File: src/rtl/pt_walk_pkg.sv
package pt_walk_pkg;
  typedef enum logic [1:0] {
    WK_IDLE = 2'd0,
    WK_L1   = 2'd1,
    WK_L2   = 2'd2,
    WK_DONE = 2'd3
  } walk_state_e;
endpackage

File: src/rtl/pt_base_reg.sv
module pt_base_reg #(
  parameter int AW = 32
) (
  input  logic          clk,
  input  logic          rst_n,
  input  logic          load_en,
  input  logic [AW-1:0] load_data,
  output logic [AW-1:0] root
);
  always_ff @(posedge clk or negedge rst_n) begin
    if (!rst_n) root <= '0;
    else if (load_en) root <= load_data;
  end
endmodule

File: src/rtl/pt_addr_gen.sv
module pt_addr_gen #(
  parameter int AW     = 32,
  parameter int I1W    = 10,
  parameter int I2W    = 10,
  parameter int ESHIFT = 2
) (
  input  logic [AW-1:0]  root,
  input  logic [AW-1:0]  l2base,
  input  logic [I1W-1:0] idx1,
  input  logic [I2W-1:0] idx2,
  input  logic           use_l2,
  output logic [AW-1:0]  addr
);
  // table start plus index scaled by the slot size in bytes
  function automatic logic [AW-1:0] slot_addr(input logic [AW-1:0] tbl,
                                              input logic [AW-1:0] idx);
    return tbl + (idx << ESHIFT);
  endfunction

  always_comb begin
    if (use_l2) addr = slot_addr(l2base, AW'(idx2));
    else        addr = slot_addr(root, AW'(idx1));
  end
endmodule

File: src/rtl/pt_walk_ctrl.sv
module pt_walk_ctrl
  import pt_walk_pkg::*;
(
  input  logic        clk,
  input  logic        rst_n,
  input  logic        start,
  input  logic        rsp_valid,
  input  logic        rsp_ok,
  output walk_state_e state,
  output logic        issue,
  output logic        l1_take,
  output logic        l2_take,
  output logic        l1_fault,
  output logic        l2_fault,
  output logic        fault_q
);
  logic issued_q;
  logic reading;
  logic take;

  assign reading  = (state == WK_L1) || (state == WK_L2);
  assign issue    = reading && !issued_q;
  assign take     = reading && issued_q && rsp_valid;
  assign l1_take  = take && (state == WK_L1) && rsp_ok;
  assign l1_fault = take && (state == WK_L1) && !rsp_ok;
  assign l2_take  = take && (state == WK_L2) && rsp_ok;
  assign l2_fault = take && (state == WK_L2) && !rsp_ok;

  always_ff @(posedge clk or negedge rst_n) begin
    if (!rst_n) begin
      state    <= WK_IDLE;
      issued_q <= 1'b0;
      fault_q  <= 1'b0;
    end else begin
      unique case (state)
        WK_IDLE: begin
          if (start) begin
            state    <= WK_L1;
            issued_q <= 1'b0;
            fault_q  <= 1'b0;
          end
        end
        WK_L1: begin
          if (issue) issued_q <= 1'b1;
          if (l1_fault) begin
            fault_q <= 1'b1;
            state   <= WK_DONE;
          end else if (l1_take) begin
            issued_q <= 1'b0;
            state    <= WK_L2;
          end
        end
        WK_L2: begin
          if (issue) issued_q <= 1'b1;
          if (take) begin
            fault_q <= l2_fault;
            state   <= WK_DONE;
          end
        end
        default: state <= WK_IDLE;
      endcase
    end
  end
endmodule

File: src/rtl/pt_walker.sv
module pt_walker
  import pt_walk_pkg::*;
#(
  parameter int VA_W   = 32,
  parameter int IDX1_W = 10,
  parameter int IDX2_W = 10,
  parameter int ENT_W  = 32
) (
  input  logic             clk,
  input  logic             rst_n,
  input  logic             base_we,
  input  logic [ENT_W-1:0] base_wdata,
  input  logic             req_valid,
  input  logic [VA_W-1:0]  req_vaddr,
  output logic             req_ready,
  output logic             mem_req_valid,
  output logic [ENT_W-1:0] mem_req_addr,
  input  logic             mem_rsp_valid,
  input  logic [ENT_W-1:0] mem_rsp_data,
  output logic             xlat_valid,
  output logic [ENT_W-1:0] xlat_paddr,
  output logic             xlat_fault
);
  localparam int OFF_W  = VA_W - IDX1_W - IDX2_W;
  localparam int FRM_W  = ENT_W - OFF_W;
  localparam int ESHIFT = $clog2(ENT_W / 8);

  // upper field of a slot, aligned to a table boundary
  function automatic logic [ENT_W-1:0] slot_base(input logic [ENT_W-1:0] s);
    return {s[ENT_W-1:OFF_W], {OFF_W{1'b0}}};
  endfunction

  function automatic logic [ENT_W-1:0] join_pa(input logic [FRM_W-1:0] frm,
                                              input logic [VA_W-1:0] va);
    return {frm, va[OFF_W-1:0]};
  endfunction

  walk_state_e       state;
  logic              walk_accept;
  logic              base_load;
  logic              l1_take, l2_take, l1_fault, l2_fault, fault_q;
  logic [ENT_W-1:0]  root;
  logic [VA_W-1:0]   vaddr_q;
  logic [ENT_W-1:0]  l2base_q;
  logic [FRM_W-1:0]  frame_q;
  logic              unused_rsp_bits;

  assign unused_rsp_bits = ^mem_rsp_data[OFF_W-1:1];

  assign req_ready   = (state == WK_IDLE);
  assign walk_accept = req_valid && req_ready;
  assign base_load   = base_we && req_ready && !req_valid;

  pt_base_reg #(.AW(ENT_W)) u_base (
    .clk       (clk),
    .rst_n     (rst_n),
    .load_en   (base_load),
    .load_data (base_wdata),
    .root      (root)
  );

  pt_walk_ctrl u_ctrl (
    .clk       (clk),
    .rst_n     (rst_n),
    .start     (walk_accept),
    .rsp_valid (mem_rsp_valid),
    .rsp_ok    (mem_rsp_data[0]),
    .state     (state),
    .issue     (mem_req_valid),
    .l1_take   (l1_take),
    .l2_take   (l2_take),
    .l1_fault  (l1_fault),
    .l2_fault  (l2_fault),
    .fault_q   (fault_q)
  );

  pt_addr_gen #(
    .AW(ENT_W), .I1W(IDX1_W), .I2W(IDX2_W), .ESHIFT(ESHIFT)
  ) u_addr (
    .root   (root),
    .l2base (l2base_q),
    .idx1   (vaddr_q[VA_W-1 -: IDX1_W]),
    .idx2   (vaddr_q[OFF_W +: IDX2_W]),
    .use_l2 (state == WK_L2),
    .addr   (mem_req_addr)
  );

  always_ff @(posedge clk or negedge rst_n) begin
    if (!rst_n) begin
      vaddr_q  <= '0;
      l2base_q <= '0;
      frame_q  <= '0;
    end else begin
      if (walk_accept) vaddr_q  <= req_vaddr;
      if (l1_take)     l2base_q <= slot_base(mem_rsp_data);
      if (l2_take)     frame_q  <= mem_rsp_data[ENT_W-1:OFF_W];
    end
  end

  assign xlat_valid = (state == WK_DONE) && !fault_q;
  assign xlat_fault = (state == WK_DONE) && fault_q;
  assign xlat_paddr = xlat_valid ? join_pa(frame_q, vaddr_q) : '0;
endmodule

File: config.mk
export PLATFORM = sky130hd
export DESIGN_NAME = pt_walker
export DESIGN_NICKNAME = d
export VERILOG_FILES = /design/src/rtl/pt_walk_pkg.sv /design/src/rtl/pt_base_reg.sv /design/src/rtl/pt_addr_gen.sv /design/src/rtl/pt_walk_ctrl.sv /design/src/rtl/pt_walker.sv
export SDC_FILE = /design/constraint.sdc
export NUM_CORES = 1
export LEC_CHECK = 0
export ABC_AREA = 1
export BUFFER_PORTS_ARGS = -buffer_cell sky130_fd_sc_hd__buf_2
export CAP_MARGIN = 5
export CORE_UTILIZATION = 50
export DETAILED_ROUTE_END_ITERATION = 6
export HOLD_SLACK_MARGIN = 0.05
export MAX_ROUTING_LAYER = met4
export PLACE_DENSITY = 0.77
export SLEW_MARGIN = 20
export SYNTH_ARGS = -nofsm -noshare
export SYNTH_HDL_FRONTEND = slang
export SYNTH_SLANG_ARGS = --single-unit
File: constraint.sdc
create_clock -name clk -period 4.92 [get_ports clk]
set_input_delay 0.984 -clock clk [delete_from_list [all_inputs] [get_ports clk]]
set_output_delay 0.984 -clock clk [all_outputs]
set_load 0.01 [all_outputs]
==> After elaboration in Yosys (flattened, before gate mapping) <==
Cells that the tools add are included.
{ "totals": {"register_bits": 108, "latchBits": 0, "mem_bits_rw": 0, "rom_bits": 0, "in_bits": 101, "output_inout_bits": 68, "wordCells": 55, "mem_count": 0} }
{ "op_classes": {"add_sub_neg": 2, "mul": 0, "n_div": 0, "magnitude_cmp": 0, "eq_ne": 7, "shifts": 0, "muxes": 15, "n_bitwise": 0, "n_reduce_logical": 24} }
{ "op_table": {"columns": ["operator", "count"], "rows": [
  ["adder 32 x 12 -> 32 bit", 2],
  ["2-to-1 mux 32 bit", 2],
  ["logical AND 1 bit", 14],
  ["2-to-1 mux 2 bit", 4],
  ["2-to-1 mux 1 bit", 6],
  ["one-hot mux 1 bit (3 select lines)", 2],
  ["one-hot mux 2 bit (3 select lines)", 1],
  ["== test 2 bit (second input constant)", 2],
  ["logical NOT 1 bit", 4],
  ["!= test 2 bit (second input constant)", 2],
  ["AND reduction 4 bit", 1],
  ["!= test 3 bit (second input constant)", 1],
  ["AND reduction 3 bit", 1],
  ["nonzero test 3 bit", 1],
  ["== test 2 x 1 -> 1 bit (second input constant)", 1],
  ["logical NOT 2 bit", 1],
  ["!= test 2 x 1 -> 1 bit (second input constant)", 1],
  ["AND reduction 2 bit", 1],
  ["logical OR 1 bit", 1]
]} }

==> Logic depth before layout (Yosys ltp) <==
{ "depth": {"ltp_word": 9, "mapped_depth": 13, "depth_no_buf": 13} }

==> Modules after synthesis <==
A second synthesis with hierarchy kept.
{ "unflattened": {"cells_unflattened": 1166, "area_unflattened_um2": 7562.3} }
{ "by_module_without_submodules": {"columns": ["module", "instances", "cells_each", "area_per_inst_um2", "seq_area_each_um2"], "rows": [
  ["pt_walker", 1, 366, 3020.4, 1801.7],
  ["pt_addr_gen", 1, 610, 2891.5, 0.0],
  ["pt_base_reg", 1, 136, 1292.5, 800.8],
  ["pt_walk_ctrl", 1, 54, 357.8, 100.1]
]} }

==> Least setup slack after synthesis <==
Ideal clock, no wire load.
{ "synth_path": {"path_kind": "reg2out", "startpoint": "reg u_base.root[2]", "endpoint": "out mem_req_addr[14]", "arrival_ns": 1.822, "required_time_ns": 3.936, "path_slack_ns": 2.114, "path_stages_with_launch": 10, "n_path_buf": 0, "cell_sequence": "dfrtp_1 -> ha_1 -> fa_1 -> nand3_1 -> nand3_1 -> nand3_1 -> nand3b_4 -> or2_1 -> nand3_1 -> nand2_1"} }
{ "synth_via": {"elab_chain_len": 2} }
{ "synth_rtl": {"columns": ["element", "line_no", "rtl"], "rows": [
  ["start, declared", "pt_base_reg.sv:8", "output logic [AW-1:0] root"],
  ["start signal, assigned", "pt_base_reg.sv:12", "else if (load_en) root <= load_data;"],
  ["adder 32 x 12 -> 32 bit", "pt_addr_gen.sv:17", "return tbl + (idx << ESHIFT);"],
  ["2-to-1 mux 32 bit", "pt_addr_gen.sv:21", "if (use_l2) addr = slot_addr(l2base, AW'(idx2));"],
  ["end, declared", "pt_walker.sv:17", "output logic [ENT_W-1:0] mem_req_addr,"]
]} }
No other way between the ends.

==> Worst setup path after layout <==
Ends and elaborated chain as after synthesis.

==> results.yml <==
run_status:
  run_status: "complete, but fails checks"
  failed_checks: "design-rule violations"
detailed_routing:
  post-route-drc-count: 10
  wirelength_um: 14190
  detail_route.iter0.violations: 265
  num_vias: 5443
  avgRoutedWirePerCell_um: 12.97
  vias_per_cell: 4.975
  drtPass1Iterations: 7
  route.antenna.remaining_nets: 0
pwr:
  clock_power_share_pct: 15.9
  worst_ir_drop_vdd_v: 0.0004262
  power.switching_w: 0.002147
  seq_power_share_pct: 31.6
  power_switching_share_pct: 44.54
  power_per_standard_cell_area_nw_per_um2: 661.7
  power_report.internal_total_w: 0.002674
  combinationalPowerShare_pct: 52.5
  p_leak_nw: 4.029
critical_path:
  setup.worst_path.class: "reg -> out"
  worst_path_cell_trace: "ha_1 > fa_1 > nand3_1 > nand3_1 > nand3_1 > nand3b_4 > or2_1 > nand3_1 > nand2_1 > buf_2"
  r2r_slack_ns: 2.57
  worstPathMaxFanout: 8
  timing.rr.start: "u_ctrl.state[0]"
  crit_path_end_kind: "output port"
  critical_path_arrival_ns: 2.56
  crit_path_start: "u_base.root[2]"
  critical-path-top-cell-by-count: "nand3_1"
  largest_incremental_delay_on_the_critical_path_ns: 0.45
  crit_slowest_cell: "fa_1"
  cp_data_required_time_ns: 3.94
  timing.critical_path.to: "mem_req_addr[14]"
  worst_setup_path_start_kind: "register"
  worst_r2r_path_depth: 5
  worstReg2RegEnd: "u_base.root[9]"
logic_synthesis:
  synthesis.instances: 799
  ys.flop_type: "dfrtp_1"
  ys_types: 33
  synth-async-reset-ratio_pct: 100.0
  yosys_warnings: 0
  synth.cells.most_frequent: "nand2_1 (223), inv_1 (121), dfrtp_1 (108)"
  synth.yosys.seq_area_share_pct: 44.53
  syn-num-nets: 917
  synth.top_cells.by_area: "dfrtp_1 (45%), nand2_1 (14%), inv_1 (7.5%)"
  number_of_enable_flip_flop_cells_after_synthesis: 0
  post-synth-top-count-cell: "nand2_1"
  yosys.area.top_type: "dfrtp_1"
  netlist_area_um2: 6070
  syn_avg_cell_area_um2: 7.596
  area_share_of_the_largest_cell_type_after_synthesis_pct: 44.53
  synth-seq-cells: 108
global_route:
  grt_max_degree: 59
  grt_util_all_layers_pct: 24.45
  grt_first_pass_wirelength_um: 23670
  globalRoute.totalOverflow: 0
  first_global_vias: 5022
  groute.layer.met3.usage_pct: 4.806
  grtUsageMet2_pct: 39.50
  gr-usage-met1_pct: 31.89
  top_usage_layer: "met2"
  antenna_found_initial: 0
layout:
  final_layout_size_suffix_gt1_share_pct: 24.82
  nets: 1064
  antenna-diode-count: 0
  post_layout_nonfiller_instances: 1094
  filler_cell_count: 1093
  relative_area_change_from_synthesis_to_final_layout_pct: 20.04
floorplanning:
  io_pins: 169
  fp-row-count: 39
  core-area_um2: 11610
  fp.dieW_um: 112.2
  design.die.area_um2: 12580
  chipHeight_um: 112.2
  floorplan.initialDensity_pct: 52.26
sta:
  final.period_utilization_pct: 71.96
  setup_repair_after_global_routing_missed_its_margin: "no"
  timing.final.crit_period_ns: 3.540
  sum_of_negative_setup_slack_ns: 0
  worstMarginPinSlew_ns: 1.017
  hold_violations: 0
  timing.final.ws_setup_ns: 1.380
  timing.slew.headroom_pct: 32.15
  finalSetupViolations: 0
  final_max_slew_viol_count: 0
  max_freq_mhz: 282.5
  final.setup_skew_ns: 0.009183
place:
  dp_worst_setup_slack_ns: 1.777
  numPortBuffers: 157
  post-dp-hpwl_um: 10670
  place.detailed.instances: 1078
  routabilityCongestion: 0.9359
clocking:
  cts-root-buf: "clkbuf_16"
  clock_path_buffers: 2
  clk_transition_reported_paths_ns: 0.08
  cts_tree: "done"
  ctsHtreeMaxLevel: 3
  post_cts_resized: 0
  cts.sink_count: 108
  clk_latency_ns: 0.35
  post_cts_buffers: 0
  ctsHoldBuffers: 0
  cts_inserted_buffers: 9
job:
  max_capacitance_violation_total: 0
hold_path:
  hp-class: "in -> async"
==> how the worst min path moves through the flow <==
stage,to,slack (ns),cells after the start
after floorplan,frame_q[0],0.45,2
after global placement,l2base_q[28],0.47,2
after detailed placement,l2base_q[25],0.47,2
after CTS,vaddr_q[26],0.39,1
after global routing,vaddr_q[26],0.40,1
final,vaddr_q[26],0.41,1
==> area by class of cell <==
cell class / count / area [um2] / area share (%)
inverters: 123 / 461.7 / 6.337
clock inverters: 6 / 78.83 / 1.082
well taps: 143 / 178.9 / 2.456
multi-input cells: 542 / 2799 / 38.42
flip-flops and latches: 108 / 2703 / 37.09
clock buffers: 10 / 239.0 / 3.280
repair buffers: 162 / 825.8 / 11.33
==> placed cells by master (no fill, tap or decap), drive strengths merged <==
| master | count |
|---|---|
| nand3b | 4 |
| mux2 | 36 |
| nor3 | 6 |
| o21ai | 49 |
| nor2 | 90 |
| nand3 | 59 |
| buf | 162 |
| nand4 | 5 |
| or2 | 7 |
| a21boi | 1 |
| xnor2 | 2 |
| o211ai | 2 |
| clkinv | 1 |
| inv | 127 |
| dfrtp | 108 |
| fa | 1 |
| a32o | 1 |
| ha | 16 |
| o31ai | 1 |
| clkbuf | 10 |
| nand2 | 226 |
| a21oi | 33 |
| bufinv | 1 |
| a31oi | 1 |
| o21a | 1 |
| and2 | 1 |
==> flip-flops by register name (all words and copies together), names as in the netlist <==
signal           flops
u_base.root         32
l2base_q            20
u_ctrl.fault_q       1
frame_q             20
u_ctrl.state         2
vaddr_q             32
u_ctrl.issued_q      1
==> critical path, delay by kind of cell (launching register included) <==
kind / cells / cell delay [ns]
adder cells (fa/ha/maj): 2 / 0.71
AND/OR/NAND/NOR: 7 / 0.95
buffers and inverters: 1 / 0.14
flip-flops: 1 / 0.40
==> stage by stage <==
| step | power, W | cell area [um2] | utilization (%) | hold slack, ns |
|---|---|---|---|---|
| CTS | 0.004861 | 7281 | 62.69 | 0.3949 |
| global route | 0.005248 | 7286 | 62.73 | 0.3981 |
| global placement | 0.004015 | 6963 | 59.95 | 0.4655 |
| detailed placement | 0.004074 | 6963 | 59.95 | 0.4726 |
| finish | 0.004821 | 7286 | 62.73 | 0.4073 |
| floorplan | 0.003257 | 6070 | - | 0.4530 |
==> power by group through the flow <==
stage                     combinational, W  sequential, W  clock, W
after floorplan                    0.00180        0.00146         0
after global placement             0.00249        0.00152         0
after detailed placement           0.00254        0.00153         0
after CTS                          0.00255        0.00152  0.000788
after global routing               0.00285        0.00158  0.000819
final                              0.00253        0.00152  0.000764
==> logic make-up after synthesis <==
kind of cell,count (synthesis),synth area share (%)
DFF,108,44.53
adders and majority gates,17,3.628
xor gates and xnor gates,2,0.2887
buffers and inverters,149,9.524
muxes,36,6.679
AOI/OAI and AO/OA,89,7.710
and+or+nand+nor,398,27.64
==> metal layers <==
| metal | share of wire (%) | wire (um) |
|---|---|---|
| met3 | 6.1 | 866 |
| met1 | 46 | 6536 |
| met4 | 0.86 | 122 |
| met2 | 47 | 6668 |
| met5 | 0 | 0 |
No activity file was read; power rests on OpenSTA's default activity.
